==> config.mk <==
export PLATFORM = sky130hd
export DESIGN_NAME = adc_trig_seq
export DESIGN_NICKNAME = d
export VERILOG_FILES = /design/src/rtl/adc_seq_pkg.sv /design/src/rtl/trig_slot.sv /design/src/rtl/shift_chain.sv /design/src/rtl/seq_fsm.sv /design/src/rtl/adc_trig_seq.sv
export SDC_FILE = /design/constraint.sdc
export NUM_CORES = 1
export LEC_CHECK = 0
export BUFFER_PORTS_ARGS = -buffer_cell sky130_fd_sc_hd__clkbuf_2
export CORE_MARGIN = 2
export CORE_UTILIZATION = 49
export CTS_CLUSTER_SIZE = 28
export DETAILED_ROUTE_END_ITERATION = 10
export GPL_TIMING_DRIVEN = 0
export PLACE_DENSITY = 0.73
export SYNTH_ARGS = -nofsm -noshare
export SYNTH_HDL_FRONTEND = slang
export SYNTH_SLANG_ARGS = --single-unit
==> constraint.sdc <==
create_clock -name clk -period 2.5 [get_ports clk]
set_clock_uncertainty 0.2 [all_clocks]
set_input_delay 0.75 -clock clk [delete_from_list [all_inputs] [get_ports clk]]
set_output_delay 0.75 -clock clk [all_outputs]
set_load 0.1 [all_outputs]
==> src/rtl/adc_seq_pkg.sv <==
package adc_seq_pkg;
    localparam int RES_W   = 12;
    localparam int CH_W    = 3;
    localparam int DEPTH1  = 3;
    localparam int DEPTH2  = 2;
    localparam int N_SLOTS = DEPTH1 + DEPTH2;

    typedef enum logic [1:0] {
        ST_OFF  = 2'd0,
        ST_WAIT = 2'd1,
        ST_CONV = 2'd2
    } seq_state_t;
endpackage

==> src/rtl/trig_slot.sv <==
// Per-trigger request latch and alternating channel pointer.
module trig_slot #(
    parameter int CH_W = 3
) (
    input  logic            clk,
    input  logic            rst_n,
    input  logic            armed,     // block enabled
    input  logic            clear,     // control write: drop pending
    input  logic            flush,     // disable: pointer to first field
    input  logic            trig_in,
    input  logic            grant,     // request consumed this cycle
    input  logic            commit,    // own conversion completed
    input  logic [CH_W-1:0] ch_a,
    input  logic [CH_W-1:0] ch_b,
    output logic            req,
    output logic [CH_W-1:0] ch_sel
);
    logic pend_q;
    logic ptr_q;
    logic take;

    assign take   = armed & ~clear & trig_in;
    assign req    = pend_q | take;
    assign ch_sel = ptr_q ? ch_b : ch_a;

    always_ff @(posedge clk or negedge rst_n) begin
        if (!rst_n) begin
            pend_q <= 1'b0;
        end else if (clear) begin
            pend_q <= 1'b0;
        end else if (pend_q) begin
            // grant consumes the held request; a fresh one re-arms it
            pend_q <= grant ? take : 1'b1;
        end else begin
            pend_q <= take & ~grant;
        end
    end

    always_ff @(posedge clk or negedge rst_n) begin
        if (!rst_n) begin
            ptr_q <= 1'b0;
        end else if (flush) begin
            ptr_q <= 1'b0;
        end else if (commit) begin
            ptr_q <= ~ptr_q;
        end
    end
endmodule

==> src/rtl/shift_chain.sv <==
// Result shift chain with a shadow bank published by a load strobe.
module shift_chain #(
    parameter int DEPTH = 3,
    parameter int W     = 12
) (
    input  logic               clk,
    input  logic               rst_n,
    input  logic               flush,
    input  logic               push,
    input  logic [W-1:0]       din,
    input  logic               load,
    output logic [DEPTH*W-1:0] res_flat
);
    localparam int FLAT_W = DEPTH * W;

    logic [W-1:0] stg_q [DEPTH];
    logic [W-1:0] res_q [DEPTH];

    for (genvar i = 0; i < DEPTH; i++) begin : g_stage
        always_ff @(posedge clk or negedge rst_n) begin
            if (!rst_n) begin
                stg_q[i] <= '0;
            end else if (flush) begin
                stg_q[i] <= '0;
            end else if (push) begin
                if (i == 0) begin
                    stg_q[i] <= din;
                end else begin
                    stg_q[i] <= stg_q[(i > 0) ? i - 1 : 0];
                end
            end
        end

        always_ff @(posedge clk or negedge rst_n) begin
            if (!rst_n) begin
                res_q[i] <= '0;
            end else if (load) begin
                res_q[i] <= stg_q[i];
            end
        end

        assign res_flat[i*W +: W] = res_q[i];
    end

    logic unused_w;
    assign unused_w = (FLAT_W == 0);
endmodule

==> src/rtl/seq_fsm.sv <==
// Sequencing state machine: enable, arbitration, converter handshake.
module seq_fsm
    import adc_seq_pkg::*;
#(
    parameter int CH_W = 3
) (
    input  logic            clk,
    input  logic            rst_n,
    input  logic            cfg_wr,
    input  logic            cfg_en,
    input  logic            req1,
    input  logic            req2,
    input  logic [CH_W-1:0] chan1,
    input  logic [CH_W-1:0] chan2,
    input  logic            adc_done,
    output logic            grant1,
    output logic            grant2,
    output logic            commit1,
    output logic            commit2,
    output logic            enabled,
    output logic            busy,
    output logic            adc_start,
    output logic            adc_abort,
    output logic            conv_irq,
    output logic [CH_W-1:0] adc_chan
);
    seq_state_t state_q, state_d;
    logic       sel2_q;       // active conversion belongs to trigger 2
    logic       done_ok;
    logic       abort_now;

    always_comb begin
        state_d   = state_q;
        grant1    = 1'b0;
        grant2    = 1'b0;
        done_ok   = 1'b0;
        abort_now = 1'b0;
        unique case (state_q)
            ST_OFF: begin
                if (cfg_wr && cfg_en) state_d = ST_WAIT;
            end
            ST_WAIT: begin
                if (cfg_wr) begin
                    state_d = cfg_en ? ST_WAIT : ST_OFF;
                end else if (req1) begin
                    grant1  = 1'b1;
                    state_d = ST_CONV;
                end else if (req2) begin
                    grant2  = 1'b1;
                    state_d = ST_CONV;
                end
            end
            ST_CONV: begin
                if (cfg_wr) begin
                    abort_now = 1'b1;
                    state_d   = cfg_en ? ST_WAIT : ST_OFF;
                end else if (adc_done) begin
                    done_ok = 1'b1;
                    state_d = ST_WAIT;
                end
            end
            default: state_d = ST_OFF;
        endcase
    end

    assign commit1 = done_ok & ~sel2_q;
    assign commit2 = done_ok &  sel2_q;
    assign busy    = (state_q == ST_CONV);

    always_ff @(posedge clk or negedge rst_n) begin
        if (!rst_n) state_q <= ST_OFF;
        else        state_q <= state_d;
    end

    always_ff @(posedge clk or negedge rst_n) begin
        if (!rst_n) begin
            enabled   <= 1'b0;
            adc_start <= 1'b0;
            adc_abort <= 1'b0;
            conv_irq  <= 1'b0;
            sel2_q    <= 1'b0;
            adc_chan  <= '0;
        end else begin
            if (cfg_wr) enabled <= cfg_en;
            adc_start <= grant1 | grant2;
            adc_abort <= abort_now;
            conv_irq  <= done_ok;
            if (grant1) begin
                sel2_q   <= 1'b0;
                adc_chan <= chan1;
            end else if (grant2) begin
                sel2_q   <= 1'b1;
                adc_chan <= chan2;
            end
        end
    end
endmodule

==> src/rtl/adc_trig_seq.sv <==
module adc_trig_seq
    import adc_seq_pkg::*;
(
    input  logic                     clk,
    input  logic                     rst_n,
    input  logic                     cfg_wr,
    input  logic                     cfg_en,
    input  logic [CH_W-1:0]          trg1_ch_a,
    input  logic [CH_W-1:0]          trg1_ch_b,
    input  logic [CH_W-1:0]          trg2_ch_a,
    input  logic [CH_W-1:0]          trg2_ch_b,
    input  logic                     trig1,
    input  logic                     trig2,
    input  logic                     load1,
    input  logic                     load2,
    input  logic                     adc_done,
    input  logic [RES_W-1:0]         adc_data,
    output logic                     adc_start,
    output logic                     adc_abort,
    output logic [CH_W-1:0]          adc_chan,
    output logic                     enabled,
    output logic                     busy,
    output logic                     conv_irq,
    output logic [N_SLOTS*RES_W-1:0] results
);
    logic req1, req2, grant1, grant2, commit1, commit2;
    logic [CH_W-1:0] chan1, chan2;
    logic flush;
    logic [DEPTH1*RES_W-1:0] res1;
    logic [DEPTH2*RES_W-1:0] res2;

    assign flush = cfg_wr & ~cfg_en;

    trig_slot #(.CH_W(CH_W)) u_slot1 (
        .clk(clk), .rst_n(rst_n), .armed(enabled), .clear(cfg_wr),
        .flush(flush), .trig_in(trig1), .grant(grant1), .commit(commit1),
        .ch_a(trg1_ch_a), .ch_b(trg1_ch_b), .req(req1), .ch_sel(chan1)
    );

    trig_slot #(.CH_W(CH_W)) u_slot2 (
        .clk(clk), .rst_n(rst_n), .armed(enabled), .clear(cfg_wr),
        .flush(flush), .trig_in(trig2), .grant(grant2), .commit(commit2),
        .ch_a(trg2_ch_a), .ch_b(trg2_ch_b), .req(req2), .ch_sel(chan2)
    );

    seq_fsm #(.CH_W(CH_W)) u_fsm (
        .clk(clk), .rst_n(rst_n), .cfg_wr(cfg_wr), .cfg_en(cfg_en),
        .req1(req1), .req2(req2), .chan1(chan1), .chan2(chan2),
        .adc_done(adc_done), .grant1(grant1), .grant2(grant2),
        .commit1(commit1), .commit2(commit2), .enabled(enabled),
        .busy(busy), .adc_start(adc_start), .adc_abort(adc_abort),
        .conv_irq(conv_irq), .adc_chan(adc_chan)
    );

    shift_chain #(.DEPTH(DEPTH1), .W(RES_W)) u_chain1 (
        .clk(clk), .rst_n(rst_n), .flush(flush), .push(commit1),
        .din(adc_data), .load(load1), .res_flat(res1)
    );

    shift_chain #(.DEPTH(DEPTH2), .W(RES_W)) u_chain2 (
        .clk(clk), .rst_n(rst_n), .flush(flush), .push(commit2),
        .din(adc_data), .load(load2), .res_flat(res2)
    );

    assign results = {res2, res1};
endmodule

# == After elaboration in Yosys (flattened, before gate mapping) ==
# Index checks and enable logic that the tools add are counted.
# totals
regBits,134
word_cells,96
rom_bits,0
mem_bits_rw,0
mem_count,0
latchBits,0
output_inout_bits,68
# classes
shifts,0
order_cmp,0
n_addsub,0
mul,0
n_reduce_logical,6
n_bitwise,18
div,0
eq_ne,5
muxes,46
# ops
op,n
$mux 12,10
$mux 1,25
$mux 2,6
$mux 3,4
$and 1x1->1,8
$not 1->1,7
$pmux 2 s3,1
$reduce_bool 2->1,3
$ne 4x4->1 const B,1
$ne 3x3->1 const B,1
$or 1x1->1,3
$reduce_and 3->1,1
$eq 2x1->1 const B,1
$eq 2x2->1 const B,1
$logic_not 2->1,1
$ne 2x1->1 const B,1
$logic_and 1x1->1,1

# == Longest topological paths before layout ==
# Gate-level depths: netlist of the first run.
# depth
word_depth,12
ltp_mapped,5
mapped_depth_nobuf,4

# == Cells and area by module ==
# A second synthesis of the first run with hierarchy kept.
# unflattened
cells_unflattened,389
area_unflattened_um2,5672.9
# by_module_without_submodules
mod,area_per_inst_um2,instances,cells_each
shift_chain at u_chain1,2961.6,1,192
shift_chain at u_chain2,1973.1,1,128
seq_fsm,466.7,1,44
trig_slot,128.9,2,12
adc_trig_seq,13.8,1,1

# == Least setup slack after synthesis of the first run ==
# Ideal clock, no wire load.
# synth_timing
kind,flip-flop to output port
startpoint,register u_fsm.state_q[1]
endpoint,output port busy
required_ps,1550
slack_ps,-279
path_stages_with_launch,2
arrival_ps,1829
cell_sequence,dfrtp_1 nor2b_1
# synth_between
elab_chain_cells,1
# synth_lines
element,line,source
start: declaration,seq_fsm.sv:27,"seq_state_t state_q, state_d;"
start signal: assignment,seq_fsm.sv:72,else state_q <= state_d;
$eq 2x2->1,seq_fsm.sv:68,assign busy = (state_q == ST_CONV);
end: declaration,adc_trig_seq.sv:22,"output logic busy,"
# Every way passes these cells.

# == Worst setup path in the final report of the first run ==
# layout_timing
startpoint,register u_fsm.enabled
endpoint,output port enabled
# layout_lines
element,line,source
start: declaration,seq_fsm.sv:20,"output logic enabled,"
start signal: assignment,seq_fsm.sv:84,if (cfg_wr) enabled <= cfg_en;
end: declaration,adc_trig_seq.sv:21,"output logic enabled,"
# No word-level cell between the ends.

==> out/metrics.yaml, run 1 <==
clock_network:
  tritoncts: "yes"
  cts_root_buf: "clkbuf_8"
  clkSlewWorstSetupHoldPaths_ns: 0.06
  cts-buffers-inserted: 17
  ctsHtreeMaxLevel: 4
  clock_latency_ns: 0.52
  clock_sink_count: 134
  ctsLongestPathBuffers: 2
yosys:
  synthesis.area_um2: 5480
  yosys_most_used_dff: "dfrtp_1"
  synth_cells: 468
  count_of_flip_flops_with_a_built_in_enable_after_synthesis: 0
  yosys-top-cells-count: "134 x dfrtp_1, 67 x o21ai_0, 65 x a21oi_1"
  synthArstFlopShare: 1.00
  number_of_different_library_cells_in_the_post_synthesis_netlist: 29
  postSynthRegisterBits: 134
  yosys_warnings: 0
  sequential_fraction_of_the_synthesis_area: 0.611
  synth.net_count: 501
  syn_avg_cell_area_um2: 11.7
  synth_top_area_cell: "dfrtp_1"
  synth.top_cell.area_share: 0.611
  top_area_cells_in_the_synthesized_netlist: "dfrtp_1 61%, mux2_2 13%, o21ai_0 6.1%, a21oi_1 5.9%, nand3_1 5.7%"
  synth_most_common_cell: "dfrtp_1"
drt:
  top_signal_layer_used: "met4"
  route.detailed.wl_per_inst_um: 18.0
  finalWirelength_um: 13300
  wl_met1_um: 5630
  first_iter_violations: 306
  met2_wirelength_um: 6670
  remaining_drc_errors: 0
  drt_pass1_iterations: 5
  met3_wirelength_um: 798
  vias_post_dr: 4268
  avgViaCountPerCell: 5.77
  antenna_violating_nets_post_route: 0
critical_path:
  critPathMaxFanout: 8
  critical_path_depth: 1
  biggest_cell_delay_along_the_critical_path_ns: 0.50
  critPathLaunchType: "register"
  worstPathArrival_ns: 1.48
  criticalPathCategory: "register to output pin"
  required_ns: 1.55
  wp_buf_inv: 1
  worst_r2r_path_depth: 5
  ordered_cell_list_for_the_critical_path: "clkbuf_2"
  kind_of_end_point_of_the_critical_path: "output pin"
  critical-path-top-delay-family: "buffers and inverters"
  crit_slowest_cell: "clkbuf_2"
finish:
  multiInputGateArea_um2: 1940
  finalInstanceArea_um2: 6790
  flow.area_growth_from_synthesis_pct: 23.8
  final_layout_size_suffix_gt1_frac: 0.355
  fillerInstances: 896
  antenna_cells: 0
  seqCellArea_um2: 3350
  nNetsFinal: 620
  layoutNonFillerInstCount: 740
worst_hold_path:
  worstHoldPathCells: 3
  hold_path_class: "input port to register"
floorplan:
  num_rows: 38
  fp.dieH_um: 110
  initial_utilization: 0.504
  die_w_um: 110
  num_io_pins: 101
  placeableCoreArea_um2: 10900
  die_area_um2: 12100
timing:
  finalSetupTns_ns: 0
  fmax_mhz: 411
  period_minus_slack_ns: 2.43
  grt_setup_unrepaired: "no"
  slew_headroom: 0.630
  final_max_slew_viol_count: 0
  worst_slew_pin_slew_ns: 0.556
  timing.final.setup_violations: 0
  worst_hold_slack_ns: 0.276
  finalHoldViolations: 0
  timing.final.crit_share: 0.974
grt:
  grt_pass1_vias: 4350
  antenna_found_initial: 0
  globalRouteOverflowTotal: 0
  total_track_usage: 0.238
  grt_max_degree: 104
  grt_first_pass_wirelength_um: 21800
placed_design:
  routabilityCongestion: 0.798
  dpl.cell_count: 707
  placed_area_um2: 6190
  placement.io_buffers: 98
  post-dp-hpwl_um: 9240
power:
  design_power_total_mw: 5.81
  vdd_ir_drop_max_uv: 546
  p_leak_nw: 3.33
  power-per-cell-area_nw_per_um2: 855
run:
  max-cap-violations: 0
status:
  run_status: "completed"
## cell families (layout without fill, tap and decap cells)
logic type | Yosys count | in the layout | share of synthesized area
AND/OR/NAND/NOR | 79 | 79 | 0.0789
buffers and inverters | 44 | 176 | 0.0347
flip-flops | 134 | 134 | 0.611
AO/OA/AOI/OAI | 145 | 145 | 0.140
multiplexers | 66 | 66 | 0.135
## final timing paths
kind                                    from                     to  slack, ns
min in group asynchronous              rst_n  u_chain1.res_flat[28]       0.48
setup / recovery               u_fsm.enabled                enabled       0.07
setup reg to reg            u_fsm.state_q[0]     u_chain2.stg_q[12]       0.64
max in group asynchronous              rst_n     u_chain2.stg_q[13]       0.87
hold / removal                  adc_data[11]     u_chain2.stg_q[23]       0.28
hold reg to reg            u_chain1.stg_q[0]  u_chain1.res_flat[24]       0.30
## report_power, final
part	internal [mW]	switching, mW
Clock	1.44	1.00
Combinational	0.200	0.850
Sequential	2.25	0.0598
## timing repair
action / 4_1_cts / 5_1_grt
endpoints found under the setup margin: 1 / 1
hold buffers: 1 / 0
hold endpoints to repair: 31 / 0
pin swaps: 0 / 0
setup buffers: 0 / 0
resized for setup: 1 / 2
## layout make-up
| type | count | area share |
|---|---|---|
| Timing Repair Buffer | 100 | 0.0800 |
| Sequential cell | 134 | 0.494 |
| Clock buffer | 17 | 0.0610 |
| Tap cell | 140 | 0.0258 |
| Clock inverter | 15 | 0.0251 |
| Inverter | 3 | 0.00166 |
| Multi-Input combinational cell | 290 | 0.286 |
| Buffer | 41 | 0.0264 |
## cells in the final DEF (no fill, tap or decap), types with 2 or more instances in the layout
master,instances
nand2b_1,2
clkinv_1,2
clkbuf_8,2
o21ai_0,67
buf_4,2
o2111ai_1,3
dfrtp_1,134
clkbuf_1,25
clkinvlp_4,2
mux2i_1,3
a21o_1,4
or3_1,2
o221ai_1,3
nand3_1,62
mux2_2,63
a21oi_1,65
clkinv_4,5
clkbuf_2,96
clkbuf_16,16
inv_6,4
nand2_1,3
bufinv_16,2
buf_2,14
## worst min-delay path, cell delays in order
cell,delay [ns]
clkbuf_2,0.09
nand3_1,0.06
a21oi_1,0.06
## state kept, by name, summed over array words and instances (netlist names)
| register | cells |
|---|---|
| u_slot2.pend_q | 1 |
| u_fsm.sel2_q | 1 |
| u_chain2.res_flat | 24 |
| u_chain1.stg_q | 36 |
| u_slot2.ptr_q | 1 |
| u_slot1.ptr_q | 1 |
| u_fsm.adc_chan | 3 |
| u_fsm.enabled | 1 |
| u_chain1.res_flat | 36 |
| u_chain2.stg_q | 24 |
| u_slot1.pend_q | 1 |
| u_fsm.adc_start | 1 |
| u_fsm.adc_abort | 1 |
| u_fsm.state_q | 2 |
| u_fsm.conv_irq | 1 |
## through the flow
stage / utilization / setup slack [ns]
after CTS: 0.623 / 0.0139
after global routing: 0.624 / 0.0236
final: 0.624 / 0.0659
after detailed placement: 0.568 / 0.285
after global placement: 0.565 / -1.55
after floorplan: - / 0.259
## routing by layer
layer / global-route usage / vias up
li1: - / 1946
met1: 0.311 / 2131
met2: 0.388 / 167
met3: 0.0516 / 24
met4: 0.0940 / 0
met5: 0 / -
Note: power is estimated with default switching activity, not from simulation.
==> inputs of run 2 (changes only) <==
- CTS_BUF_LIST: not set -> sky130_fd_sc_hd__clkbuf_16
- SKIP_LAST_GASP: not set -> 1
==> run 2 against run 1 <==
  * Cell count down 0.14%
  * Highest routed layer unchanged
  * First-iteration DRC count shrank 2.3%
  * Critical path type unchanged
  * Via count grew 0.21%
==> out/metrics.yaml, run 2 (same netlist as run 1, synthesis figures left out) <==
timing:
  grt_setup_unrepaired: "no"
  postLayoutSetupSlackWorst_ns: 0.134  # +0.0682 ns
  fmax_mhz: 423  # +2.9%
  timing.final.setup_violations: 0  # unchanged
  period_minus_slack_ns: 2.37  # -0.0682 ns
  worst_slew_pin_slew_ns: 0.554  # -0.00178 ns
  finalHoldViolations: 0  # unchanged
  slew_headroom: 0.632  # +0.00276
  final_max_slew_viol_count: 0  # unchanged
  timing.final.crit_share: 0.946  # -0.0273
  worst_hold_slack_ns: 0.0201  # -0.256 ns
  finalSetupTns_ns: 0  # unchanged
clock_network:
  cts-hold-fix-buffers: 0  # -1
  cts_root_buf: "clkbuf_16"
  clkSlewWorstSetupHoldPaths_ns: 0.06  # about the same
  tritoncts: "yes"
  ctsLongestPathBuffers: 2  # unchanged
  ctsHtreeMaxLevel: 4  # unchanged
  clock_latency_ns: 0.42  # -0.10 ns
  cts-buffers-inserted: 17  # unchanged
  clock_sink_count: 134  # unchanged
power:
  power-per-cell-area_nw_per_um2: 862  # +0.79%
  vdd_ir_drop_max_uv: 574  # +5.3%
  p_leak_nw: 3.33  # about the same
floorplan:
  num_rows: 38  # unchanged
  num_io_pins: 101  # unchanged
  die_w_um: 110  # unchanged
  die_area_um2: 12100  # unchanged
  initial_utilization: 0.504  # unchanged
  fp.dieH_um: 110  # unchanged
  placeableCoreArea_um2: 10900  # unchanged
run:
  max-cap-violations: 0  # unchanged
grt:
  grt_util_met3: 0.0516  # unchanged
  grt_max_degree: 104  # unchanged
  antenna_found_initial: 0  # unchanged
  groute.layer.met1.usage: 0.311  # unchanged
  grt_pass1_vias: 4344  # -0.14%
  grt_first_pass_wirelength_um: 21800  # about the same
  top_usage_layer: "met2"
  grt.met2_usage: 0.388  # unchanged
  globalRouteOverflowTotal: 0  # unchanged
  total_track_usage: 0.238  # +0.000383
finish:
  finished_core_util: 0.623  # about the same
  nNetsFinal: 619  # -0.16%
  layout_common_cells: "134 x dfrtp_1, 96 x clkbuf_2, 67 x o21ai_0"
  flow.area_growth_from_synthesis_pct: 23.8  # about the same
  seqCellArea_um2: 3350  # unchanged
  final_common_cell: "dfrtp_1"
  fillerInstances: 894  # -0.22%
  layoutNonFillerInstCount: 739  # -0.14%
  antenna_cells: 0  # unchanged
  multiInputGateArea_um2: 1940  # unchanged
  final_layout_size_suffix_gt1_frac: 0.356  # +0.000593
drt:
  avgViaCountPerCell: 5.79  # +0.35%
  route.detailed.wl_per_inst_um: 18.0  # about the same
  finalWirelength_um: 13300  # -0.17%
  drt_pass1_iterations: 5  # unchanged
  remaining_drc_errors: 0  # unchanged
  first_iter_violations: 299  # -2.3%
  vias_post_dr: 4277  # +0.21%
  antenna_violating_nets_post_route: 0  # unchanged
critical_path:
  kind_of_end_point_of_the_critical_path: "output pin"
  criticalPathCategory: "register to output pin"
  wp_buf_inv: 1  # unchanged
  crit_slowest_cell: "dfrtp_1"
  critPathMaxFanout: 7  # -1
  required_ns: 1.55  # about the same
  worstPathArrival_ns: 1.42  # -0.06 ns
  biggest_cell_delay_along_the_critical_path_ns: 0.45  # -0.05 ns
  critical-path-top-delay-family: "flip-flops"
  critPathLaunchType: "register"
  ordered_cell_list_for_the_critical_path: "nor2b_2, clkbuf_4"
status:
  run_status: "completed"
placed_design:
  place_ws_ns: 0.285  # unchanged
  post-dp-hpwl_um: 9240  # unchanged
  dpl.cell_count: 707  # unchanged
  routabilityCongestion: 0.798  # unchanged
  placement.io_buffers: 98  # unchanged
worst_hold_path:
  hold_path_class: "input port to async pin"
## run 2: cell types whose count changed in the layout (fill, tap and decap cells not counted)
| cell | change |
|---|---|
| clkbuf_8 | -1 |
| dlygate4sd3_1 | -1 |
| clkbuf_16 | +1 |
| buf_6 | -1 |
| clkbuf_4 | +1 |
## run 2: path summary, 6_finish.rpt
check | start | end | slack, ns | cells past startpoint
max | u_fsm.state_q[1] | busy | 0.13 | 2
max in group asynchronous | rst_n | u_chain2.res_flat[13] | 1.31 | 2
min | rst_n | u_chain1.res_flat[28] | 0.02 | 1
max reg2reg | u_fsm.state_q[0] | u_chain2.stg_q[12] | 0.64 | 5
min reg2reg | u_chain1.stg_q[0] | u_chain1.res_flat[24] | 0.31 | 1
min in group clk | u_chain1.stg_q[0] | u_chain1.res_flat[24] | 0.31 | 1
## run 2: cell type report
class                      instances  share of cell area
sequential                       134               0.494
multi-input combinational        290               0.286
timing repair buffer              99              0.0780
clock buffer                      17              0.0627
buffer                            41              0.0264
tap                              140              0.0258
clock inverter                    15              0.0251
inverter                           3             0.00166
## run 2: worst register-to-register path, stage by stage, from the launching register on
cell	delay, ns
dfrtp_1	0.43
nand4bb_1	0.25
buf_4	0.21
clkbuf_1	0.24
o21ai_0	0.28
a21oi_1	0.11
## run 2: layer usage
metal	wire length, µm	share of wire
met1	5560	0.42
met2	6660	0.50
met3	830	0.062
met4	258	0.019
met5	0	0
## run 2: timing repair
| item | 4_1_cts | 5_1_grt |
|---|---|---|
| setup buffers | 0 | 0 |
| setup endpoints to repair | 0 | 1 |
| resized for setup | 0 | 2 |
## run 2: per-stage QoR
step	power (mW)	cell area (µm²)
4_1_cts	5.87	6780
3_3_place_gp	3.36	6150
6_report	5.85	6790
2_1_floorplan	3.08	5490
5_1_grt	6.06	6790
3_5_place_dp	3.39	6190
## run 2: where the power goes
group | total [mW] | switching [mW] | internal [mW]
logic | 1.04 | 0.847 | 0.198
clock network | 2.49 | 1.00 | 1.49
registers | 2.31 | 0.0596 | 2.25
==> inputs of run 3 (changes only) <==
- ABC_AREA: not set -> 1
==> run 3 against run 2 <==
  * Hold slack better by 0.26 ns
  * Critical path depth up 2
  * Fmax down 0.39%
  * Largest power group unchanged
  * Sequential share of layout area up 0.60 points
  * Cell count up 15%
==> out/metrics.yaml, run 3 <==
status:
  run_status: "completed"
finish:
  final_layout_size_suffix_gt1_frac: 0.249  # -0.107
  final_common_cell: "dfrtp_1"
  layoutNonFillerInstCount: 848  # +15%
  layout_common_cells: "134 x dfrtp_1, 121 x nand2_1, 96 x clkbuf_2"
  flow.area_growth_from_synthesis_pct: 24.0
  nNetsFinal: 728  # +18%
  finalInstanceArea_um2: 6710  # -1.2%
  antenna_cells: 0  # unchanged
critical_path:
  critPathLaunchType: "register"
  r2r_slack_ns: 0.64  # about the same
  required_ns: 1.55  # about the same
  critPathMaxFanout: 3  # -4
  worstPathArrival_ns: 1.43  # about the same
  timing.critical_path.mode_cell: "inv_1"
  worst_r2r_path_depth: 8  # +3
  ordered_cell_list_for_the_critical_path: "inv_1, nand2_1, inv_1, clkbuf_4"
  crit_slowest_cell: "dfrtp_1"
  biggest_cell_delay_along_the_critical_path_ns: 0.39  # -0.06 ns
  kind_of_end_point_of_the_critical_path: "output pin"
  criticalPathCategory: "register to output pin"
timing:
  grt_setup_unrepaired: "no"
  period_minus_slack_ns: 2.38  # +0.00924 ns
  slew_headroom: 0.606  # -0.0260
  finalHoldViolations: 0  # unchanged
  timing.final.crit_share: 0.950  # +0.00370
  worst_slew_pin_slew_ns: 0.590  # +0.0366 ns
  timing.final.setup_violations: 0  # unchanged
  final_max_slew_viol_count: 0  # unchanged
  fmax_mhz: 421  # -0.39%
yosys:
  synthArstFlopShare: 1.00  # unchanged
  count_of_flip_flops_with_a_built_in_enable_after_synthesis: 0  # unchanged
  synth_top_area_cell: "dfrtp_1"
  syn_avg_cell_area_um2: 9.39  # -20%
  synthesis.area_um2: 5410  # -1.4%
  synth_cells: 576  # +23%
  top_area_cells_in_the_synthesized_netlist: "dfrtp_1 62%, nand2_1 8.4%, nor2_1 5.2%, mux2_2 5.0%, inv_1 4.0%"
  sequential_fraction_of_the_synthesis_area: 0.620  # +0.00849
  yosys_most_used_dff: "dfrtp_1"
  yosys-top-cells-count: "134 x dfrtp_1, 121 x nand2_1, 75 x nor2_1"
  postSynthRegisterBits: 134  # unchanged
  synth.top_cell.area_share: 0.620  # +0.00849
  yosys_warnings: 0  # unchanged
  number_of_different_library_cells_in_the_post_synthesis_netlist: 21  # -28%
  synth.net_count: 609  # +22%
  synth_most_common_cell: "dfrtp_1"
floorplan:
  fp.dieH_um: 109  # -0.66%
  num_io_pins: 101  # unchanged
  die_area_um2: 11900  # -1.3%
  num_rows: 38  # unchanged
  die_w_um: 109  # -0.66%
  placeableCoreArea_um2: 10800  # -0.87%
  initial_utilization: 0.501  # -0.00252
clock_network:
  clock_latency_ns: 0.41  # about the same
  post-cts-setup-buffer-count: 0  # unchanged
  clkSlewWorstSetupHoldPaths_ns: 0.06  # about the same
  ctsHtreeMaxLevel: 4  # unchanged
  clock_sink_count: 134  # unchanged
  tritoncts: "yes"
  ctsLongestPathBuffers: 2  # unchanged
  cts-buffers-inserted: 17  # unchanged
  cts_root_buf: "clkbuf_16"
power:
  p_leak_nw: 3.43  # +3.1%
  switching_share: 0.331  # +0.00445
  vdd_ir_drop_max_uv: 1030  # +79%
  design_power_total_mw: 5.90  # +0.80%
  internal_power_mw: 3.94  # +0.14%
  comb_power_share: 0.189  # +0.010
  clockPowerShare: 0.409  # -0.018
  net_switching_component_of_the_power_mw: 1.95  # +2.2%
  power_frac_seq: 0.402  # +0.007
  power-per-cell-area_nw_per_um2: 879  # +2.0%
placed_design:
  placed_area_um2: 6110  # -1.3%
  dpl.cell_count: 815  # +15%
  placement.io_buffers: 98  # unchanged
  post-dp-hpwl_um: 9140  # -1.1%
  routabilityCongestion: 0.840  # +5.2%
drt:
  first_iter_violations: 325  # +8.7%
  antenna_violating_nets_post_route: 0  # unchanged
  drt_pass1_iterations: 5  # unchanged
  route.detailed.wl_per_inst_um: 15.2  # -15%
  finalWirelength_um: 12900  # -3.0%
  vias_post_dr: 4387  # +2.6%
  remaining_drc_errors: 0  # unchanged
  avgViaCountPerCell: 5.17  # -11%
grt:
  globalRouteOverflowTotal: 0  # unchanged
  grt_max_degree: 112  # +7.7%
  total_track_usage: 0.234  # -0.00452
  grt_first_pass_wirelength_um: 21100  # -3.2%
  antenna_found_initial: 0  # unchanged
  grt_pass1_vias: 4395  # +1.2%
worst_hold_path:
  hold_path_class: "register to register"
  worstHoldPathCells: 2
run:
  max-cap-violations: 0  # unchanged
-- run 3: cell count changes after synthesis, sizes merged, moves of 13 or more --
cell	change
a21oi	-28
inv	+59
mux2	-39
nand2	+120
nand3	-29
nor2	+76
o21ai	-13
-- run 3: kinds of logic (layout without fill, tap and decap cells) --
kind of cell	Yosys count	count (layout)	synth area share
flops	134	134	0.620
mux	24	24	0.0500
compound gates	92	92	0.0856
simple gates	237	237	0.179
buf+inv	89	221	0.0652
-- run 3: power groups by stage --
| stage | Combinational (mW) | Clock [mW] | Sequential [mW] |
|---|---|---|---|
| 5_1_grt | 1.18 | 2.55 | 2.39 |
| 3_3_place_gp | 1.09 | 0 | 2.40 |
| 2_1_floorplan | 0.261 | 0 | 3.00 |
| 3_5_place_dp | 1.11 | 0 | 2.41 |
| 4_1_cts | 1.12 | 2.44 | 2.37 |
| 6_report | 1.11 | 2.41 | 2.37 |
-- run 3: layout make-up --
cell class / count / area (µm²)
fillers: 899 / 4090
flip-flops and latches: 134 / 3350
multi-input cells: 353 / 1700
repair buffers: 100 / 539
clock buffers: 17 / 425
inverters: 60 / 225
well taps: 140 / 175
clock inverters: 15 / 156
plain buffers: 29 / 128
-- run 3: stage by stage --
stage                     setup TNS, ns  hold slack, ns   util  setup WS [ns]
after floorplan                       0           0.254      -          0.384
after global placement          -202.59           0.270  0.563          -1.52
after detailed placement              0           0.264  0.566          0.137
after CTS                             0           0.285  0.621          0.107
after global routing                  0           0.304  0.621         0.0155
final                                 0           0.283  0.621          0.125
-- run 3: timing repair --
action                                  4_1_cts  5_1_grt
endpoints found under the hold margin         7        0
endpoints found under the setup margin        1        0
gates resized for setup                       1        0
hold buffers                                  1        0
-- run 3: per-layer routing --
metal / routed length [µm] / vias to the layer above / GRT usage
li1: - / 2077 / -
met1: 5610 / 2146 / 0.302
met5: 0 / - / 0
met2: 6500 / 147 / 0.394
met3: 659 / 17 / 0.0526
met4: 148 / 0 / 0.0714
-- run 3: worst paths after layout --
kind	startpoint	to
worst max-delay path	u_fsm.state_q[0]	busy
min in group asynchronous	rst_n	u_chain1.res_flat[27]
worst min-delay path	u_fsm.adc_chan[0]	u_fsm.adc_chan[0]
worst max register to register	u_fsm.state_q[0]	u_chain2.stg_q[7]
max in group asynchronous	rst_n	u_chain2.stg_q[20]
worst min register to register	u_fsm.adc_chan[0]	u_fsm.adc_chan[0]
-- run 3: worst max-delay path, delay by kind of cell (launching register included) --
kind	cells	cell delay [ns]
buf+inv	3	0.52
flops	1	0.39
simple gates	1	0.12
